File: config.mk
export PLATFORM = sky130hd
export DESIGN_NAME = dlink_guard
export DESIGN_NICKNAME = d
export VERILOG_FILES = /design/src/rtl/dlg_pkg.sv /design/src/rtl/dlg_prescaler.sv /design/src/rtl/dlg_port_timer.sv /design/src/rtl/dlg_traffic_gate.sv /design/src/rtl/dlink_guard.sv
export SDC_FILE = /design/constraint.sdc
export NUM_CORES = 1
export LEC_CHECK = 0
export ABC_AREA = 1
export ABC_CLOCK_PERIOD_IN_PS = 2100
export BUFFER_PORTS_ARGS = -buffer_cell sky130_fd_sc_hd__buf_2
export CAP_MARGIN = 20
export CORE_MARGIN = 4
export CORE_UTILIZATION = 50
export DETAILED_ROUTE_END_ITERATION = 7
export GPL_TIMING_DRIVEN = 0
export PLACE_DENSITY = 0.79
export SYNTH_ARGS = -nofsm -noshare
export SYNTH_HDL_FRONTEND = slang
export SYNTH_SLANG_ARGS = --single-unit
export TNS_END_PERCENT = 5
File: constraint.sdc
create_clock -name clk -period 2.1 [get_ports clk]
set_input_delay 0.21 -clock clk [delete_from_list [all_inputs] [get_ports clk]]
set_output_delay 0.21 -clock clk [all_outputs]
set_load 0.005 [all_outputs]
File: src/rtl/dlg_pkg.sv
package dlg_pkg;

    localparam int GROUP_PORTS = 4;

    typedef enum logic [1:0] {
        PH_SYNC = 2'd0,
        PH_LOST = 2'd1,
        PH_DEAD = 2'd2
    } link_phase_e;

    typedef struct packed {
        logic err;
        logic dead;
        logic notify;
        logic flush;
    } port_evt_t;

    // True when one more tick brings the count to the effective threshold.
    function automatic logic limit_reached(input int unsigned count,
                                           input int unsigned thresh);
        int unsigned eff;
        eff = (thresh == 0) ? 1 : thresh;
        return (count + 1) >= eff;
    endfunction

endpackage

File: src/rtl/dlg_prescaler.sv
module dlg_prescaler #(
    parameter int PRESCALE = 16
) (
    input  logic clk,
    input  logic rst,
    output logic tick
);
    generate
        if (PRESCALE <= 1) begin : g_direct
            assign tick = 1'b1;
        end else begin : g_div
            localparam int PW = $clog2(PRESCALE);
            localparam logic [PW-1:0] LAST = PW'(PRESCALE - 1);
            logic [PW-1:0] phase;

            always_ff @(posedge clk) begin
                if (rst)              phase <= '0;
                else if (phase == LAST) phase <= '0;
                else                  phase <= phase + 1'b1;
            end

            assign tick = (phase == LAST);
        end
    endgenerate
endmodule

File: src/rtl/dlg_port_timer.sv
module dlg_port_timer
    import dlg_pkg::*;
#(
    parameter int THRESH_W = 8
) (
    input  logic                clk,
    input  logic                rst,
    input  logic                tick,
    input  logic                enable,
    input  logic [THRESH_W-1:0] thresh,
    input  logic                lane_sync,
    input  logic                link_up,
    input  logic                notify_en,
    input  logic                err_clr,
    output port_evt_t           evt
);
    link_phase_e         phase_q, phase_d;
    logic [THRESH_W-1:0] count_q;
    logic                link_up_q;
    logic                err_q;
    logic                notify_q;
    logic                flush_q;
    logic                reinit;
    logic                counting;
    logic                expire;

    always_comb begin
        reinit   = link_up & ~link_up_q;
        counting = enable & ~lane_sync & (phase_q != PH_DEAD) & ~reinit;
        expire   = counting & tick &
                   limit_reached(32'(count_q), 32'(thresh));
    end

    always_comb begin
        if (reinit)                  phase_d = PH_SYNC;
        else if (phase_q == PH_DEAD) phase_d = PH_DEAD;
        else if (expire)             phase_d = PH_DEAD;
        else if (counting)           phase_d = PH_LOST;
        else                         phase_d = PH_SYNC;
    end

    always_ff @(posedge clk) begin
        if (rst) begin
            phase_q   <= PH_SYNC;
            count_q   <= '0;
            link_up_q <= 1'b0;
            err_q     <= 1'b0;
            notify_q  <= 1'b0;
            flush_q   <= 1'b0;
        end else begin
            phase_q   <= phase_d;
            link_up_q <= link_up;
            if (!counting || expire) count_q <= '0;
            else if (tick)           count_q <= count_q + 1'b1;
            err_q    <= expire | (err_q & ~err_clr);
            notify_q <= expire & ~err_q & notify_en;
            flush_q  <= expire;
        end
    end

    always_comb begin
        evt.err    = err_q;
        evt.dead   = (phase_q == PH_DEAD);
        evt.notify = notify_q;
        evt.flush  = flush_q;
    end
endmodule

File: src/rtl/dlg_traffic_gate.sv
module dlg_traffic_gate #(
    parameter int NUM_PORTS = 4
) (
    input  logic [NUM_PORTS-1:0] discard,
    input  logic [NUM_PORTS-1:0] eg_valid,
    output logic [NUM_PORTS-1:0] eg_ready,
    output logic [NUM_PORTS-1:0] tx_valid,
    input  logic [NUM_PORTS-1:0] tx_ready,
    input  logic [NUM_PORTS-1:0] rx_valid,
    output logic [NUM_PORTS-1:0] rx_ready,
    output logic [NUM_PORTS-1:0] fab_rx_valid,
    input  logic [NUM_PORTS-1:0] fab_rx_ready
);
    // Egress is sunk while discarding; ingress is never touched.
    always_comb begin
        for (int i = 0; i < NUM_PORTS; i++) begin
            tx_valid[i] = eg_valid[i] & ~discard[i];
            eg_ready[i] = discard[i] ? 1'b1 : tx_ready[i];
        end
        fab_rx_valid = rx_valid;
        rx_ready     = fab_rx_ready;
    end
endmodule

File: src/rtl/dlink_guard.sv
module dlink_guard
    import dlg_pkg::*;
#(
    parameter int NUM_PORTS = GROUP_PORTS,
    parameter int THRESH_W  = 8,
    parameter int PRESCALE  = 16
) (
    input  logic                 clk,
    input  logic                 rst,
    input  logic                 cfg_enable,
    input  logic [THRESH_W-1:0]  cfg_thresh,
    input  logic [NUM_PORTS-1:0] lane_sync,
    input  logic [NUM_PORTS-1:0] link_up,
    input  logic [NUM_PORTS-1:0] notify_en,
    input  logic [NUM_PORTS-1:0] err_clr,
    output logic [NUM_PORTS-1:0] port_err,
    output logic [NUM_PORTS-1:0] notify_req,
    output logic [NUM_PORTS-1:0] discard,
    output logic [NUM_PORTS-1:0] txbuf_flush,
    input  logic [NUM_PORTS-1:0] eg_valid,
    output logic [NUM_PORTS-1:0] eg_ready,
    output logic [NUM_PORTS-1:0] tx_valid,
    input  logic [NUM_PORTS-1:0] tx_ready,
    input  logic [NUM_PORTS-1:0] rx_valid,
    output logic [NUM_PORTS-1:0] rx_ready,
    output logic [NUM_PORTS-1:0] fab_rx_valid,
    input  logic [NUM_PORTS-1:0] fab_rx_ready
);
    logic      tick;
    port_evt_t evt [NUM_PORTS];

    dlg_prescaler #(.PRESCALE(PRESCALE)) u_prescale (
        .clk  (clk),
        .rst  (rst),
        .tick (tick)
    );

    generate
        for (genvar p = 0; p < NUM_PORTS; p++) begin : g_port
            dlg_port_timer #(.THRESH_W(THRESH_W)) u_timer (
                .clk       (clk),
                .rst       (rst),
                .tick      (tick),
                .enable    (cfg_enable),
                .thresh    (cfg_thresh),
                .lane_sync (lane_sync[p]),
                .link_up   (link_up[p]),
                .notify_en (notify_en[p]),
                .err_clr   (err_clr[p]),
                .evt       (evt[p])
            );
            assign port_err[p]    = evt[p].err;
            assign discard[p]     = evt[p].dead;
            assign notify_req[p]  = evt[p].notify;
            assign txbuf_flush[p] = evt[p].flush;
        end
    endgenerate

    dlg_traffic_gate #(.NUM_PORTS(NUM_PORTS)) u_gate (
        .discard      (discard),
        .eg_valid     (eg_valid),
        .eg_ready     (eg_ready),
        .tx_valid     (tx_valid),
        .tx_ready     (tx_ready),
        .rx_valid     (rx_valid),
        .rx_ready     (rx_ready),
        .fab_rx_valid (fab_rx_valid),
        .fab_rx_ready (fab_rx_ready)
    );
endmodule

==> run summary <==
The flow ran to the end, but the final reports show violations. The checks that failed: negative setup slack. The number of violations of the max-capacitance limit came out at 0. The number of global-route vias before repair is 3414.

Once placement finished, the instance area stood at 0.00429 mm2. Pin placement for this block handled 75 I/O pins. The largest buffer count on any clock path came out at 2. The clock tree root buffer cell is clkbuf_8. The first global-routing pass estimated 15.1 mm of wire. The horizontal extent of the die came out at 95.6 um. The number of pins exceeding their max-slew limit in the final report came to 0.

The class of the most critical hold timing path is primary input to register. The core footprint came out at 0.00737 mm2. The net count after synthesis is 660. The via count is 3923. The worst slew margin relative to its limit came out at 60.3%. The clock insertion delay at the later pin of the skew report is 0.35 ns. The cell count after placement is 748. Along the worst path, the maximum fanout reaches 4. The clock period minus final worst setup slack is 2.18 ns. The count of final setup violators came out at 17. The proportion of power drawn by the clock network came out at 46.2%. The initial antenna violation count is 0. The net count of the finished layout is 756. TritonCTS built the clock tree. The internal cell power is 1.89 mW. The clock transition at the registers of the reported paths is 0.07 ns. The transition time of the tightest slew-check pin is 0.596 ns. The post-route non-filler standard cell count is 784. Each instance of the synthesized netlist takes up on average 6.57 um2. The tree built by TritonCTS fans out to 60 sinks. The number of filler cells placed in the layout came out at 534.

The summed area of non-filler cells in the final layout is 0.00516 mm2. The number of diodes added for antenna fixing is 0. The endpoint required time on the critical path came out at 2.34 ns.

Setup repair after global routing could not meet its margin everywhere. The final wirelength is 10.8 mm. The pin count of the biggest net entering global routing is 12. The half-perimeter wire length after placement is 6.55 mm. VDD sags by at most 275 uV. The die extent in y came out at 95.6 um. The depth of the CTS H-tree is 3. The combinational fraction of design power came out at 8.1%. The detailed-routing iteration count for the pre-antenna-repair pass is 5.

The most used flip-flop cell after synthesis is dfxtp_1. For this run the aggregate overflow at the end of global routing stands at 0. The count of nets left with antenna violations once routing finished came out at 0.

For this run, the number of Yosys warnings is 0. The clock buffer count from CTS is 9. The number of port buffers is 65.

The synthesized design contains 0 enable-type register cells. STA classifies the critical path endpoint as a register. The worst-case register-to-register setup slack came out at -0.08 ns. The total track usage came out at 21.2%. By startpoint and endpoint, the worst setup path is classified as register to register. The initial core utilization is 52.1%.

The post-route clock skew came out at 0.00705 ns. The via density per instance came out at 5.00. The async set-or-reset flop fraction in the synthesized netlist came out at 0%. The power per cell area came out at 482 mW/mm2. The share of final-layout standard cells stronger than drive strength 1 is 37.5%. The die outline area is 0.00914 mm2. The data arrival time of the critical path is 2.41 ns. After detailed routing, the average wire length per cell comes to 13.8 um. The final period utilization is 104%. The layout overhead on the synthesized area came out at 34.6%.

After synthesis, the netlist uses 28 different library cells. Based on the critical path, the design can be clocked at up to 459 MHz. The proportion of total power due to net switching is 24.0%. The type of element launching the critical path is a register. The relative contribution of sequential cells to total power is 45.8%. The post-detailed-route DRC marker count is 0. The final worst slack is -0.0767 ns. The mapped cell area is 0.00384 mm2.

The final count of hold timing violations was 0. The post-synthesis sequential element count came out at 60. The initialized floorplan defines 31 standard-cell rows.

The final weighted congestion of routability-driven global placement came out at 0.826. Sequential elements use 31.3% of the synthesized area. The number of cells produced by synthesis came out at 584.

The number of DRC markers after the initial detailed-route iteration came out at 243. In this run the power spent charging and discharging nets is 596 uW. The static leakage came out at 2.54 nW.
-- power by group through the flow --
stage               logic [mW]  clock network [mW]  registers, mW
CTS                      0.179                1.16           1.15
global route             0.224                1.21           1.14
finish                   0.201                1.15           1.14
detailed placement       0.172                   0           1.18
floorplan                0.101                   0           1.18
global placement         0.168                   0           1.18
-- cells by family (layout without fill, tap and decap cells) --
family | Yosys count | count (layout) | synth area share (%)
fa+ha+maj | 33 | 33 | 10.8
buf+inv | 149 | 246 | 16.7
simple gates | 276 | 280 | 31.5
xor+xnor | 8 | 8 | 1.83
mux | 2 | 2 | 0.522
compound gates | 56 | 56 | 7.44
flops | 60 | 60 | 31.3
-- layout by cell type (no fill, tap or decap), types with 2 or more instances in the layout --
cell type / n
dfxtp_4: 12
inv_1: 114
o21ai_0: 22
dfxtp_1: 38
and2_4: 2
a21oi_1: 18
ha_2: 2
mux2i_1: 2
bufinv_16: 2
nor2_1: 48
clkbuf_1: 4
or2_2: 10
nand3_2: 3
buf_4: 36
nor2_4: 14
inv_2: 7
nand3_1: 14
nand2_2: 16
nand3_4: 2
ha_4: 8
nand4_1: 9
xor2_1: 2
nand2_8: 3
dfxtp_2: 10
clkbuf_8: 9
or2_4: 3
a21oi_2: 6
buf_2: 69
nor3_2: 2
clkinvlp_4: 2
nand2_1: 119
o21ai_2: 3
nand2_4: 13
xnor2_1: 5
o21ai_1: 6
ha_1: 23
nor2_2: 20
-- final cells by class --
type / count / area, um2 / area share [%]
Buffer: 27 / 181 / 3.51
Inverter: 122 / 458 / 8.87
Multi-Input combinational cell: 379 / 2480 / 48.0
Sequential cell: 60 / 1260 / 24.4
Timing Repair Buffer: 81 / 445 / 8.63
Tap cell: 99 / 124 / 2.40
Clock inverter: 6 / 88.8 / 1.72
Clock buffer: 10 / 128 / 2.47
-- registers in the layout, summed over array words and instances, names as in the netlist --
name	count
g_port.u_timer.err_q	4
g_port.u_timer.flush_q	4
g_port.u_timer.phase_q	8
g_port.u_timer.count_q	32
u_prescale.g_div.phase	4
g_port.u_timer.link_up_q	4
g_port.u_timer.notify_q	4
-- worst max-delay path, cell delays in order, from the launching register on --
cell and delay [ns]:
dfxtp_4 0.38, ha_4 0.18, nand2_4 0.06, nor2_4 0.04, or2_2 0.27, nand2_2 0.09, inv_1 0.05, ha_2 0.30
nand2_1 0.04, nor2_1 0.15, nand2_1 0.11, nand2_2 0.12, nand2_4 0.10, nand2_4 0.12, nor2_1 0.06
-- stage by stage --
step	hold slack (ns)	total power, mW	setup TNS [ns]	setup slack (ns)	utilization [%]
global placement	0.405	1.35	-1.56	-0.0777	58.1
floorplan	0.321	1.28	0	0.120	-
detailed placement	0.413	1.35	-3.61	-0.156	58.1
finish	0.0470	2.49	-0.550	-0.0767	70.1
global route	0.0468	2.57	-4.43	-0.157	70.1
CTS	0.0418	2.49	-0.00437	-0.00264	63.5
-- worst paths after layout --
check / startpoint / to / cells after the start
worst min-delay path: err_clr[2] / g_port[2].u_timer.err_q$_SDFF_PP0_ / 2
worst max register to register: g_port[3].u_timer.count_q[0]$_SDFFE_PP0P_ / g_port[3].u_timer.count_q[6]$_SDFFE_PP0P_ / 14
worst max-delay path: g_port[3].u_timer.count_q[0]$_SDFFE_PP0P_ / g_port[3].u_timer.count_q[6]$_SDFFE_PP0P_ / 14
worst min register to register: u_prescale.g_div.phase[0]$_SDFF_PP0_ / u_prescale.g_div.phase[0]$_SDFF_PP0_ / 1
-- metal layers --
metal	track usage, %	vias to the layer above	share of wire, %
met1	24.6	1775	38
met2	38.3	150	52
met3	3.79	43	6.3
met4	8.53	0	3.7
li1	-	1955	-
met5	0	-	0
-- synthesized netlist by cell type, types with 4 or more instances --
library cell  number  area share [%]
nand2_2            7             1.1
ha_1              33              11
nand2_4            4             1.2
nand2_1          136              13
o21ai_1            5            0.65
nor2_1            71             6.9
dfxtp_1           60              31
a21oi_1           24             3.1
nand3_1           18             2.3
o21ai_0           26             3.4
or2_2             13             2.1
buf_4             20             3.9
inv_1            118              12
buf_2              4            0.52
nand4_1            9             1.5
xnor2_1            5             1.1
nor2_2            11             1.8
-- repair_timing --
action	in CTS	in global routing
buffers inserted	2	14
setup endpoints to repair	47	52
hold buffers	0	0
gates cloned	3	1
pin swaps	9	59
hold endpoints to repair	0	0
gates resized for setup	43	104
(Power assumes the default switching activity.)
